<file path="src/rtl/mmc_boot_pkg.sv">
package mmc_boot_pkg;

  typedef enum logic [3:0] {
    ST_IDLE, ST_INIT, ST_CLR, ST_ISSUE, ST_WCMD, ST_NEXT, ST_WDAT, ST_DATA, ST_FIN
  } seq_state_t;

  typedef enum logic [3:0] {
    STEP_GO_IDLE, STEP_OP_COND, STEP_ALL_CID, STEP_SET_RCA,
    STEP_GET_CSD, STEP_SELECT, STEP_BLKLEN, STEP_STATUS, STEP_READ
  } step_t;

  localparam int          BIT_CMD_DONE = 16;
  localparam int          BIT_DATA_RDY = 20;
  localparam logic [31:0] ADDR_ARG     = 32'h0001_0000;
  localparam logic [31:0] OCR_ARG      = 32'h4030_0000;
  localparam logic [31:0] STATUS_OK    = 32'h0000_0900;
  localparam logic [3:0]  DIV_SLOW     = 4'd7;
  localparam logic [3:0]  DIV_FAST     = 4'd1;

  function automatic logic [31:0] step_word(step_t s);
    case (s)
      STEP_GO_IDLE: return 32'h0000_0040;
      STEP_OP_COND: return 32'h0140_5040;
      STEP_ALL_CID: return 32'h0280_6040;
      STEP_SET_RCA: return 32'h0340_0040;
      STEP_GET_CSD: return 32'h0980_6000;
      STEP_SELECT:  return 32'h0740_0000;
      STEP_BLKLEN:  return 32'h1040_0000;
      STEP_STATUS:  return 32'h0d40_0000;
      STEP_READ:    return 32'h1148_0000;
      default:      return 32'h0000_0000;
    endcase
  endfunction

endpackage

</file>
<file path="src/rtl/mmc_boot_rstsync.sv">
module mmc_boot_rstsync (
  input  logic clk,
  input  logic rst_n,
  output logic rst_sync_n
);
  logic [1:0] sync_q;

  always_ff @(posedge clk or negedge rst_n) begin
    if (!rst_n) sync_q <= 2'b00;
    else        sync_q <= {sync_q[0], 1'b1};
  end

  assign rst_sync_n = sync_q[1];
endmodule

</file>
<file path="src/rtl/mmc_boot_poll.sv">
module mmc_boot_poll #(
  parameter int LIMIT = 1000000
) (
  input  logic clk,
  input  logic rst_n,
  input  logic active,
  input  logic hit,
  output logic expired
);
  localparam int CW = $clog2(LIMIT + 1);

  logic [CW-1:0] cnt_q, cnt_d;

  assign expired = active && !hit && (cnt_q == CW'(LIMIT - 1));

  always_comb begin
    cnt_d = active ? cnt_q + CW'(1) : '0;
  end

  always_ff @(posedge clk or negedge rst_n) begin
    if (!rst_n) cnt_q <= '0;
    else        cnt_q <= cnt_d;
  end
endmodule

</file>
<file path="src/rtl/mmc_boot_xfer.sv">
module mmc_boot_xfer #(
  parameter int AW    = 16,
  parameter int BCW   = 16,
  parameter int WORDS = 128
) (
  input  logic           clk,
  input  logic           rst_n,
  input  logic           load,
  input  logic [31:0]    first_blk,
  input  logic [BCW-1:0] blk_cnt,
  input  logic [AW-1:0]  base,
  input  logic           adv,
  output logic [31:0]    blk_num,
  output logic [AW-1:0]  addr,
  output logic           last_word,
  output logic           last_blk,
  output logic           none_left
);
  localparam int WW = (WORDS > 1) ? $clog2(WORDS) : 1;

  logic [31:0]    blk_q;
  logic [BCW-1:0] left_q;
  logic [AW-1:0]  addr_q;
  logic [WW-1:0]  word_q;

  assign last_word = (word_q == WW'(WORDS - 1));
  assign last_blk  = (left_q == BCW'(1));
  assign none_left = (left_q == '0);
  assign blk_num   = blk_q;
  assign addr      = addr_q;

  always_ff @(posedge clk or negedge rst_n) begin
    if (!rst_n) begin
      blk_q  <= '0;
      left_q <= '0;
      addr_q <= '0;
      word_q <= '0;
    end else if (load) begin
      blk_q  <= first_blk;
      left_q <= blk_cnt;
      addr_q <= base;
      word_q <= '0;
    end else if (adv) begin
      addr_q <= addr_q + AW'(1);
      if (last_word) begin
        word_q <= '0;
        blk_q  <= blk_q + 32'd1;
        left_q <= left_q - BCW'(1);
      end else begin
        word_q <= word_q + WW'(1);
      end
    end
  end
endmodule

</file>
<file path="src/rtl/mmc_boot_loader.sv">
module mmc_boot_loader
  import mmc_boot_pkg::*;
#(
  parameter int AW         = 16,
  parameter int BCW        = 16,
  parameter int BLK_BYTES  = 512,
  parameter int POLL_LIMIT = 1000000
) (
  input  logic           clk,
  input  logic           rst_n,
  input  logic           start,
  input  logic [31:0]    first_blk,
  input  logic [BCW-1:0] blk_cnt,
  input  logic [AW-1:0]  mem_base,
  output logic           cfg_soft_rst,
  output logic           cfg_byte_swap,
  output logic [15:0]    cfg_blk_size,
  output logic [3:0]     cfg_clk_div,
  output logic           cfg_clk_en,
  output logic           cmd_start,
  output logic [31:0]    cmd_word,
  output logic [31:0]    cmd_arg,
  input  logic [31:0]    sts_in,
  output logic           sts_wr,
  output logic [31:0]    sts_wdata,
  input  logic [31:0]    resp0,
  output logic           dat_rd,
  input  logic [31:0]    dat_in,
  output logic           mem_we,
  output logic [AW-1:0]  mem_addr,
  output logic [31:0]    mem_wdata,
  output logic           done,
  output logic           error
);
  localparam int WORDS = BLK_BYTES / 4;
  localparam int SHIFT = $clog2(BLK_BYTES);

  logic       rst_i_n;
  seq_state_t st_q, st_d;
  step_t      step_q, step_d;
  logic       done_q, err_q, set_done, set_err;
  logic       cfg_on_q, fast_q, fast_set;
  logic       accept, waiting, hit, tmo;
  logic [31:0] bit_mask, blk_num;
  logic       last_word, last_blk, none_left;

  mmc_boot_rstsync u_rst (.clk(clk), .rst_n(rst_n), .rst_sync_n(rst_i_n));

  assign accept   = start && ((st_q == ST_IDLE) || (st_q == ST_FIN));
  assign waiting  = (st_q == ST_WCMD) || (st_q == ST_WDAT);
  assign bit_mask = (st_q == ST_WDAT) ? (32'd1 << BIT_DATA_RDY) : (32'd1 << BIT_CMD_DONE);
  assign hit      = waiting && ((sts_in & bit_mask) != 32'd0);

  mmc_boot_poll #(.LIMIT(POLL_LIMIT)) u_poll (
    .clk(clk), .rst_n(rst_i_n), .active(waiting), .hit(hit), .expired(tmo)
  );

  mmc_boot_xfer #(.AW(AW), .BCW(BCW), .WORDS(WORDS)) u_xfer (
    .clk(clk), .rst_n(rst_i_n), .load(accept), .first_blk(first_blk),
    .blk_cnt(blk_cnt), .base(mem_base), .adv(st_q == ST_DATA),
    .blk_num(blk_num), .addr(mem_addr), .last_word(last_word),
    .last_blk(last_blk), .none_left(none_left)
  );

  // next-state logic
  always_comb begin
    st_d     = st_q;
    step_d   = step_q;
    set_done = 1'b0;
    set_err  = 1'b0;
    fast_set = 1'b0;
    case (st_q)
      ST_IDLE:  if (accept) st_d = ST_INIT;
      ST_INIT:  begin st_d = ST_CLR; step_d = STEP_GO_IDLE; end
      ST_CLR:   st_d = ST_ISSUE;
      ST_ISSUE: st_d = ST_WCMD;
      ST_WCMD:  if (hit || tmo) st_d = ST_NEXT;
      ST_NEXT: begin
        st_d = ST_CLR;
        case (step_q)
          STEP_GO_IDLE: step_d = STEP_OP_COND;
          STEP_OP_COND: if (resp0[31]) step_d = STEP_ALL_CID;
          STEP_ALL_CID: step_d = STEP_SET_RCA;
          STEP_SET_RCA: begin step_d = STEP_GET_CSD; fast_set = 1'b1; end
          STEP_GET_CSD: step_d = STEP_SELECT;
          STEP_SELECT:  step_d = STEP_BLKLEN;
          STEP_BLKLEN:  if (none_left) begin st_d = ST_FIN; set_done = 1'b1; end
                        else step_d = STEP_STATUS;
          STEP_STATUS:  if (resp0 == STATUS_OK) step_d = STEP_READ;
                        else begin st_d = ST_FIN; set_err = 1'b1; end
          STEP_READ:    st_d = ST_WDAT;
          default:      st_d = ST_IDLE;
        endcase
      end
      ST_WDAT: begin
        if (hit) st_d = ST_DATA;
        else if (tmo) begin st_d = ST_FIN; set_err = 1'b1; end
      end
      ST_DATA: begin
        if (last_word) begin
          if (last_blk) begin st_d = ST_FIN; set_done = 1'b1; end
          else begin st_d = ST_CLR; step_d = STEP_STATUS; end
        end
      end
      ST_FIN:  if (accept) st_d = ST_INIT;
      default: st_d = ST_IDLE;
    endcase
  end

  // state registers
  always_ff @(posedge clk or negedge rst_i_n) begin
    if (!rst_i_n) begin
      st_q     <= ST_IDLE;
      step_q   <= STEP_GO_IDLE;
      done_q   <= 1'b0;
      err_q    <= 1'b0;
      cfg_on_q <= 1'b0;
      fast_q   <= 1'b0;
    end else begin
      st_q   <= st_d;
      step_q <= step_d;
      if (accept) begin
        done_q <= 1'b0;
        err_q  <= 1'b0;
      end else begin
        if (set_done) done_q <= 1'b1;
        if (set_err)  err_q  <= 1'b1;
      end
      if (st_q == ST_INIT) cfg_on_q <= 1'b1;
      if (st_q == ST_INIT)  fast_q <= 1'b0;
      else if (fast_set)    fast_q <= 1'b1;
    end
  end

  always_comb begin
    case (step_q)
      STEP_OP_COND:  cmd_arg = OCR_ARG;
      STEP_SET_RCA,
      STEP_GET_CSD,
      STEP_SELECT,
      STEP_STATUS:   cmd_arg = ADDR_ARG;
      STEP_BLKLEN:   cmd_arg = 32'(BLK_BYTES);
      STEP_READ:     cmd_arg = blk_num << SHIFT;
      default:       cmd_arg = 32'd0;
    endcase
  end

  assign cmd_word      = step_word(step_q);
  assign cmd_start     = (st_q == ST_ISSUE);
  assign sts_wr        = (st_q == ST_CLR) || hit;
  assign sts_wdata     = (st_q == ST_CLR) ? 32'd0 : (sts_in & ~bit_mask);
  assign dat_rd        = (st_q == ST_DATA);
  assign mem_we        = (st_q == ST_DATA);
  assign mem_wdata     = dat_in;
  assign cfg_soft_rst  = (st_q == ST_INIT);
  assign cfg_byte_swap = cfg_on_q;
  assign cfg_clk_en    = cfg_on_q;
  assign cfg_blk_size  = cfg_on_q ? 16'(BLK_BYTES) : 16'd0;
  assign cfg_clk_div   = fast_q ? DIV_FAST : DIV_SLOW;
  assign done          = done_q;
  assign error         = err_q;
endmodule

</file>
<file path="config.mk">
export PLATFORM = sky130hd
export DESIGN_NAME = mmc_boot_loader
export DESIGN_NICKNAME = d
export VERILOG_FILES = /design/src/rtl/mmc_boot_pkg.sv /design/src/rtl/mmc_boot_rstsync.sv /design/src/rtl/mmc_boot_poll.sv /design/src/rtl/mmc_boot_xfer.sv /design/src/rtl/mmc_boot_loader.sv
export SDC_FILE = /design/constraint.sdc
export NUM_CORES = 1
export LEC_CHECK = 0
export CAP_MARGIN = 20
export CORE_MARGIN = 3
export CORE_UTILIZATION = 46
export DETAILED_ROUTE_END_ITERATION = 10
export MAX_ROUTING_LAYER = met4
export PLACE_DENSITY = 0.84
export SKIP_CTS_REPAIR_TIMING = 1
export SYNTH_ARGS = -nofsm -noshare
export SYNTH_HDL_FRONTEND = slang
export SYNTH_HIERARCHICAL = 1
export SYNTH_SLANG_ARGS = --single-unit
</file>
<file path="constraint.sdc">
create_clock -name clk -period 6.4 [get_ports clk]
set_input_delay 1.28 -clock clk [delete_from_list [all_inputs] [get_ports clk]]
set_output_delay 1.28 -clock clk [all_outputs]
set_load 0.005 [all_outputs]
</file>
==> impl_summary.md, run 1 <==
Outcome
The run finished with clean final reports.

Floorplan
The die is 127 um wide. The placeable core region is 14,100 sq um. For this design the top-level I/O count stands at 336. The number of placement rows is 43. In this run the vertical extent of the chip is 127 um.

The initial utilization of the core area, before any placement, comes to 47.9%. The die outline area is 16,200 sq um.

GRT
The largest net degree at the start of global routing is 76. Global routing used 24.0% of the available tracks across all layers. The number of antenna violations at the first check in global routing is 0. The sum of overflow across all layers after global routing is 0. The first global-routing pass estimated 30,500 um of wire. The via count of the first global-routing pass is 6,075.

Clock network
The clock passes through at most 2 buffers. The root buffer cell chosen for the clock tree is clkbuf_16. TritonCTS built the clock tree. For the worst-skew pair, the clock arrives at the later sink with an insertion delay of 0.35 ns. The clock sink count is 96. The number of buffers inserted during clock tree synthesis is 9. The clock tree synthesis step divided the H-tree into 3 levels. Clock-pin slew was measured on the worst setup and hold paths at 0.07 ns.

Setup path
For the worst setup path, the data required time is 5.12 ns. Data on the critical path arrives at its endpoint at 3.07 ns. STA classifies the critical path startpoint as a primary input.

The largest fanout of any net on the critical path is 5. The reg2reg setup slack is 2.93 ns. The startpoint identified for the worst register-to-register timing path is st_q[2].

By instance count, the cell type seen most on the critical path is clkdlybuf4s50_1. The cell type group with the largest total delay on the critical path is buffers and inverters. The buffers plus inverters on the worst setup path is 2. STA classifies the critical path endpoint as an output pin. The launch point of the worst path is sts_in[20]. On the critical path, the stage with the largest delay is an instance of clkdlybuf4s50_1. The logic depth of the worst register-to-register path is 8. In this run the critical register-to-register path is captured at st_q[3]. The critical path in this run is classified as primary input to output pin. The highest cell delay on the worst timing path is 0.58 ns. Traced cell by cell, the critical path runs through clkdlybuf4s50_1 > mux2i_1 > nor3_1 > or2_2 > clkdlybuf4s50_1.

Timing
Setup repair after global routing left no endpoint under its margin. For this run, the top clock speed supported by timing is 230 MHz. The count of pins over their slew limit was 0.

The smallest clock period supported by the final layout is computed as 4.35 ns. The worst clock skew is 0.00778 ns. The worst path meets setup with 2.05 ns of slack. The relative slew slack is 39.5%.

The transition time at the pin with the least slew margin is 0.906 ns. The sum of negative setup slack is 0 ns. The setup-violating endpoint count in the final report is 0. The final hold violation count is 0. In the finished design, the share of the clock period the worst path needs comes to 67.9%.

Detailed routing
For this block, the initial DRC count from the detailed router was 526. The number of nets with antenna violations after routing is 0. The pre-antenna-repair detailed-routing pass consisted of 7 iterations.

The final layout contains routed wiring with a total length of 19,500 um. Detailed routing inserted a total of 6,445 vias. The mean number of vias per cell is 5.63.

The average wire per cell in the routed design is 17.0 um. After detailed routing, the number of remaining DRC violations is 0.

Power
The leakage power total is 3.41 nW. The worst ir drop on vdd is 0.000239 V. The total power divided by cell area is 336 nW/um^2.

Synth
The average cell area after synthesis is 8.35 sq um. The netlist area before placement is 6780 sq um. Synthesis produced a netlist whose cell count is 812. The Yosys step of the flow raised 6 warnings.

Place
The worst setup slack before clock tree synthesis is 2.08 ns. The number of port buffers is 216. After legalization and detailed placement, the total HPWL measured 14,900 um. The global placer's final weighted congestion is 0.946.

Cells and area
Cells with a size suffix above 1 make up 5.08% of the layout. The final layout net count is 1,134. Leaving out fill and tap cells, the most frequent cells in the layout are clkdlybuf4s50_1, dfrtp_1, nand2_1.

The area added between synthesis and finish is 31.2%. The leading cell type in the layout, fill and taps excluded is clkdlybuf4s50_1. After filler insertion, the fill cell instance count of the layout stands at 1,187. The repair_antennas step left the layout with diodes totalling 0.

Flow run
Max-cap violations in this run came to 0.

Min path
The min-delay analysis places its worst path in the category flop to asynchronous set/reset pin.
## layout make-up
| cell class | instances | area [sq um] | share of cell area, % |
|---|---|---|---|
| tap | 180 | 225 | 2.53 |
| clock inverter | 5 | 63.8 | 0.718 |
| sequential | 96 | 2410 | 27.1 |
| timing repair buffer | 220 | 2190 | 24.7 |
| inverter | 18 | 67.6 | 0.760 |
| multi-input combinational | 615 | 3680 | 41.4 |
| clock buffer | 11 | 253 | 2.84 |
## per-stage QoR
step	util (%)	area [sq um]	std cells	hold slack [ns]	total power (W)
2_1_floorplan	-	6940	856	0.331	0.00182
3_3_place_gp	60.6	8570	1129	0.280	0.00238
3_5_place_dp	60.6	8570	1129	0.277	0.00241
4_1_cts	62.8	8890	1145	0.277	0.00300
5_1_grt	62.8	8890	1145	0.314	0.00320
6_report	62.8	8890	1145	0.261	0.00299
## worst register-to-register path: stages (launching register included)
cell,delay [ns]
dfrtp_1,0.64
nand2b_1,0.29
nor2_1,0.21
inv_1,0.29
or4_1,0.60
nor4_1,0.39
nor4_1,0.11
nor3_1,0.43
mux2_2,0.39
## worst max path at each step
| stage | end | slack [ns] | depth (start not counted) |
|---|---|---|---|
| after floorplan | sts_wr | 3.37 | 3 |
| after global placement | sts_wr | 2.12 | 5 |
| after detailed placement | sts_wr | 2.08 | 5 |
| after CTS | sts_wr | 2.08 | 5 |
| after global routing | sts_wr | 2.02 | 5 |
| final | sts_wr | 2.05 | 5 |
## flip-flops by register name, summed over array words and instances, names as in the netlist
signal          count
cfg_byte_swap       1
done                1
error               1
fast_q              1
st_q                4
step_q              4
u_poll/cnt_q       20
u_rst/sync_q        2
u_xfer/addr        16
u_xfer/blk_num     23
u_xfer/left_q      16
u_xfer/word_q       7
## layer usage
| metal | GRT usage, % | share of wire (%) | routed length [um] |
|---|---|---|---|
| met5 | - | 0 | 0 |
| met4 | 6.18 | 1.7 | 322 |
| met3 | 7.19 | 9.0 | 1750 |
| met2 | 39.8 | 50 | 9700 |
| met1 | 28.6 | 40 | 7740 |
## report_power, final
| part | internal [W] | switching, W |
|---|---|---|
| combinational | 0.000695 | 0.000621 |
| sequential | 0.000802 | 0.000303 |
| clock | 0.000327 | 0.000240 |
| total | 0.00182 | 0.00116 |
(Power assumes the default switching activity.)
==> run 2, diff against run 1 <==
- CORE_UTILIZATION: 46 -> 39
- PLACE_DENSITY: 0.84 -> 0.76
- clock period: 6.4 -> 3.83 ns (I/O delays scaled with it)
==> run 2 against run 1 <==
  * Sequential cell count unchanged
  * Final cell count up 3.9%
  * Global-route usage down 2.6 points
  * Utilization down 9.4 points
  * Non-clock buffer count up 6
  * Power up 69%
  * Worst setup slack worse by 1.5 ns
  * Via count down 1.1%
  * Routed wire length up 4.9%
  * Register-to-register slack worse by 2.2 ns
  * Largest cell class unchanged
  * Largest power group unchanged
==> impl_summary.md, run 2 (synthesis gave the netlist of run 1 again) <==
Timing
The highest clock frequency the design can meet is 301 MHz. The worst clock skew is 0.00705 ns (-0.000724 ns). The worst path setup slack after routing is 0.507 ns (-1.55 ns). The post-route fraction of the period consumed by the critical path is 86.8%.

The final hold violation count was 0 (unchanged). The setup-violating endpoint count in the final report is 0 (unchanged). The count of pins over their slew limit was 0 (unchanged). The minimum period implied by the final worst setup slack is 3.32 ns. The sum of negative setup slack is 0 ns (unchanged). The relative slew slack is 36.9% (-2.6 points). The transition time at the pin with the least slew margin is 0.947 ns (+0.0408 ns). Setup repair after global routing left no endpoint under its margin. The worst hold slack is 0.351 ns (+0.0899 ns).

Power
The total power divided by cell area is 561 nW/um^2 (+67%). The internal power consumption is 0.00309 W (+69%). The combinational group share of total power is 44.6% (+0.5 points). The leakage power total is 3.44 nW (+0.81%).

The part of the total power dissipated in the clock network was 18.8% (-0.2 points). The net switching power of the design is 0.00195 W (+67%). The sequential group share of total power is 36.6% (-0.4 points). The worst ir drop on vdd is 0.000319 V (+34%). The fraction of power spent switching nets is 38.7% (-0.29 points).

Setup path
The worst setup path is captured at an output pin. The largest fanout of any net on the critical path was 26 (+21). The critical path is of the flop to output pin type. The required time at the worst-slack endpoint is 3.06 ns (-2.06 ns). STA classifies the critical path startpoint as a flop. The data arrival at the endpoint of the critical path is 2.56 ns (-0.51 ns).

The reg2reg setup slack is 0.75 ns (-2.18 ns).

Floorplan
The starting density of the core is 40.3% (-7.6 points). The top-level port count came to 336 (unchanged). The height of the die is 138 um (+8.2%). The die outline area came to 19,000 sq um (+17%). The die boundary width was 138 um (+8.2%).

The placeable core region was 16,800 sq um (+19%). The number of placement rows is 47 (+9.3%).

Detailed routing
The number of DRC violations after detailed routing came to 0 (unchanged). The initial DRC count is 383 (-27%). The aggregate routed wire length is 20,500 um (+4.9%). The via count of the routed design is 6,375 (-1.1%).

The average wire per cell in the routed design is 17.2 um (+0.90%). The mean number of vias per cell is 5.36 (-4.8%). The number of detailed-route iterations in the first pass came to 5 (-2). The number of nets with antenna violations after routing is 0 (unchanged).

Cells and area
The ratio of cells with drive above 1 in the final layout is 5.36% (+0.28 points). The multi-input combinational cell area is 3680 sq um (unchanged). The total of fill cells in the finished design is 1,573 (+33%). The leading cell type in the layout, fill and taps excluded is clkdlybuf4s50_1. The storage element area came to 2410 sq um (unchanged). From synthesis to final layout, the design area changed by 32.5%. The flip-flop count of the largest register, all copies and words added is 23 (unchanged). In the layout the commonest cells are clkdlybuf4s50_1, dfrtp_1, nand2_1.

The number of inserted diodes is 0 (unchanged). The final layout net count was 1,140 (+0.53%).

Clock network
The tree is rooted in a clkbuf_16. The largest buffer count on any clock path came to 2 (unchanged). The clock sink count was 96 (unchanged). The number of levels in the clock H-tree was 3 (unchanged). The number of buffers inserted during clock tree synthesis is 9 (unchanged).

The source-to-sink clock delay at the later pin of the worst-skew pair was 0.34 ns (about the same). TritonCTS built the clock tree. The clock transition at the registers of the reported paths is 0.07 ns (about the same).

Min path
The class of the tightest hold or removal check is flop to flop.

GRT
The largest net degree at the start of global routing is 76 (unchanged). The via count of the first global-routing pass is 5,879 (-3.2%). The total global routing track utilization came to 21.4% (-2.6 points). The number of antenna violations at the first check in global routing came to 0 (unchanged).

The global-route wire length before repair is 30,900 um (+1.2%). The sum of overflow across all layers after global routing is 0 (unchanged).

Flow run
The count of maximum capacitance violations came to 0 (unchanged).

Place
The worst setup slack before clock tree synthesis is 0.616 ns (-1.47 ns). The half-perimeter wire length after detailed placement is 15,600 um (+4.9%). The number of port buffers is 216 (unchanged). The global placer's final weighted congestion is 0.856 (-9.6%).

Outcome
The run finished with clean final reports.
==> run 2: cell types whose count changed in the layout (fill, tap and decap cells not counted) <==
cell,previous run,this run
clkinv_4,2,0
clkinvlp_4,1,0
clkinv_2,0,2
inv_6,1,0
buf_4,4,9
clkbuf_8,2,0
clkbuf_1,0,2
buf_12,0,1
bufinv_16,1,2
==> run 2: layout make-up <==
type	count	share of cell area, %
clock buffers	11	2.59
repair buffers	226	25.0
multi-input cells	615	41.0
flip-flops and latches	96	26.8
clock inverters	4	0.780
well taps	220	3.06
inverters	18	0.752
==> run 2: per-layer routing <==
| metal | global-route usage [%] | up-vias | part of all wire (%) |
|---|---|---|---|
| li1 | - | 3060 | - |
| met3 | 5.22 | 22 | 8.3 |
| met2 | 36.7 | 257 | 49 |
| met4 | 4.45 | 0 | 1.4 |
| met1 | 25.7 | 3036 | 41 |
| met5 | - | - | 0 |
==> run 2: critical path, cell delays in order (launching register included) <==
cell             delay, ns
dfrtp_1               0.41
inv_1                 0.20
ha_1                  0.33
nand2_1               0.11
nor2_1                0.11
buf_4                 0.30
nand2_1               0.09
o21ai_0               0.11
clkdlybuf4s50_1       0.55
==> run 2: worst paths after layout <==
check,start,endpoint,depth (start not counted)
min in group asynchronous,u_rst/sync_q[1],u_xfer/blk_num[17],0
max in group asynchronous,u_rst/sync_q[1],st_q[1],1
max,step_q[0],cmd_arg[16],8
max reg2reg,st_q[3],st_q[3],8
min reg2reg,u_rst/sync_q[0],u_rst/sync_q[1],0
min,u_rst/sync_q[0],u_rst/sync_q[1],0
==> run 2: power groups by stage <==
stage	Combinational, W	Sequential (W)	Clock [W]
finish	0.00225	0.00184	0.000949
global route	0.00249	0.00191	0.00101
floorplan	0.00136	0.00167	0
CTS	0.00226	0.00183	0.000966
global placement	0.00221	0.00183	0
detailed placement	0.00225	0.00184	0
==> run 2: per-stage QoR <==
stage               instances  instance area (sq um)  total power, W  utilization (%)
floorplan                 856                   6940         0.00303                -
global placement         1175                   8680         0.00404             51.6
detailed placement       1175                   8680         0.00409             51.6
CTS                      1190                   8980         0.00506             53.4
global route             1190                   8980         0.00541             53.4
finish                   1190                   8980         0.00504             53.4
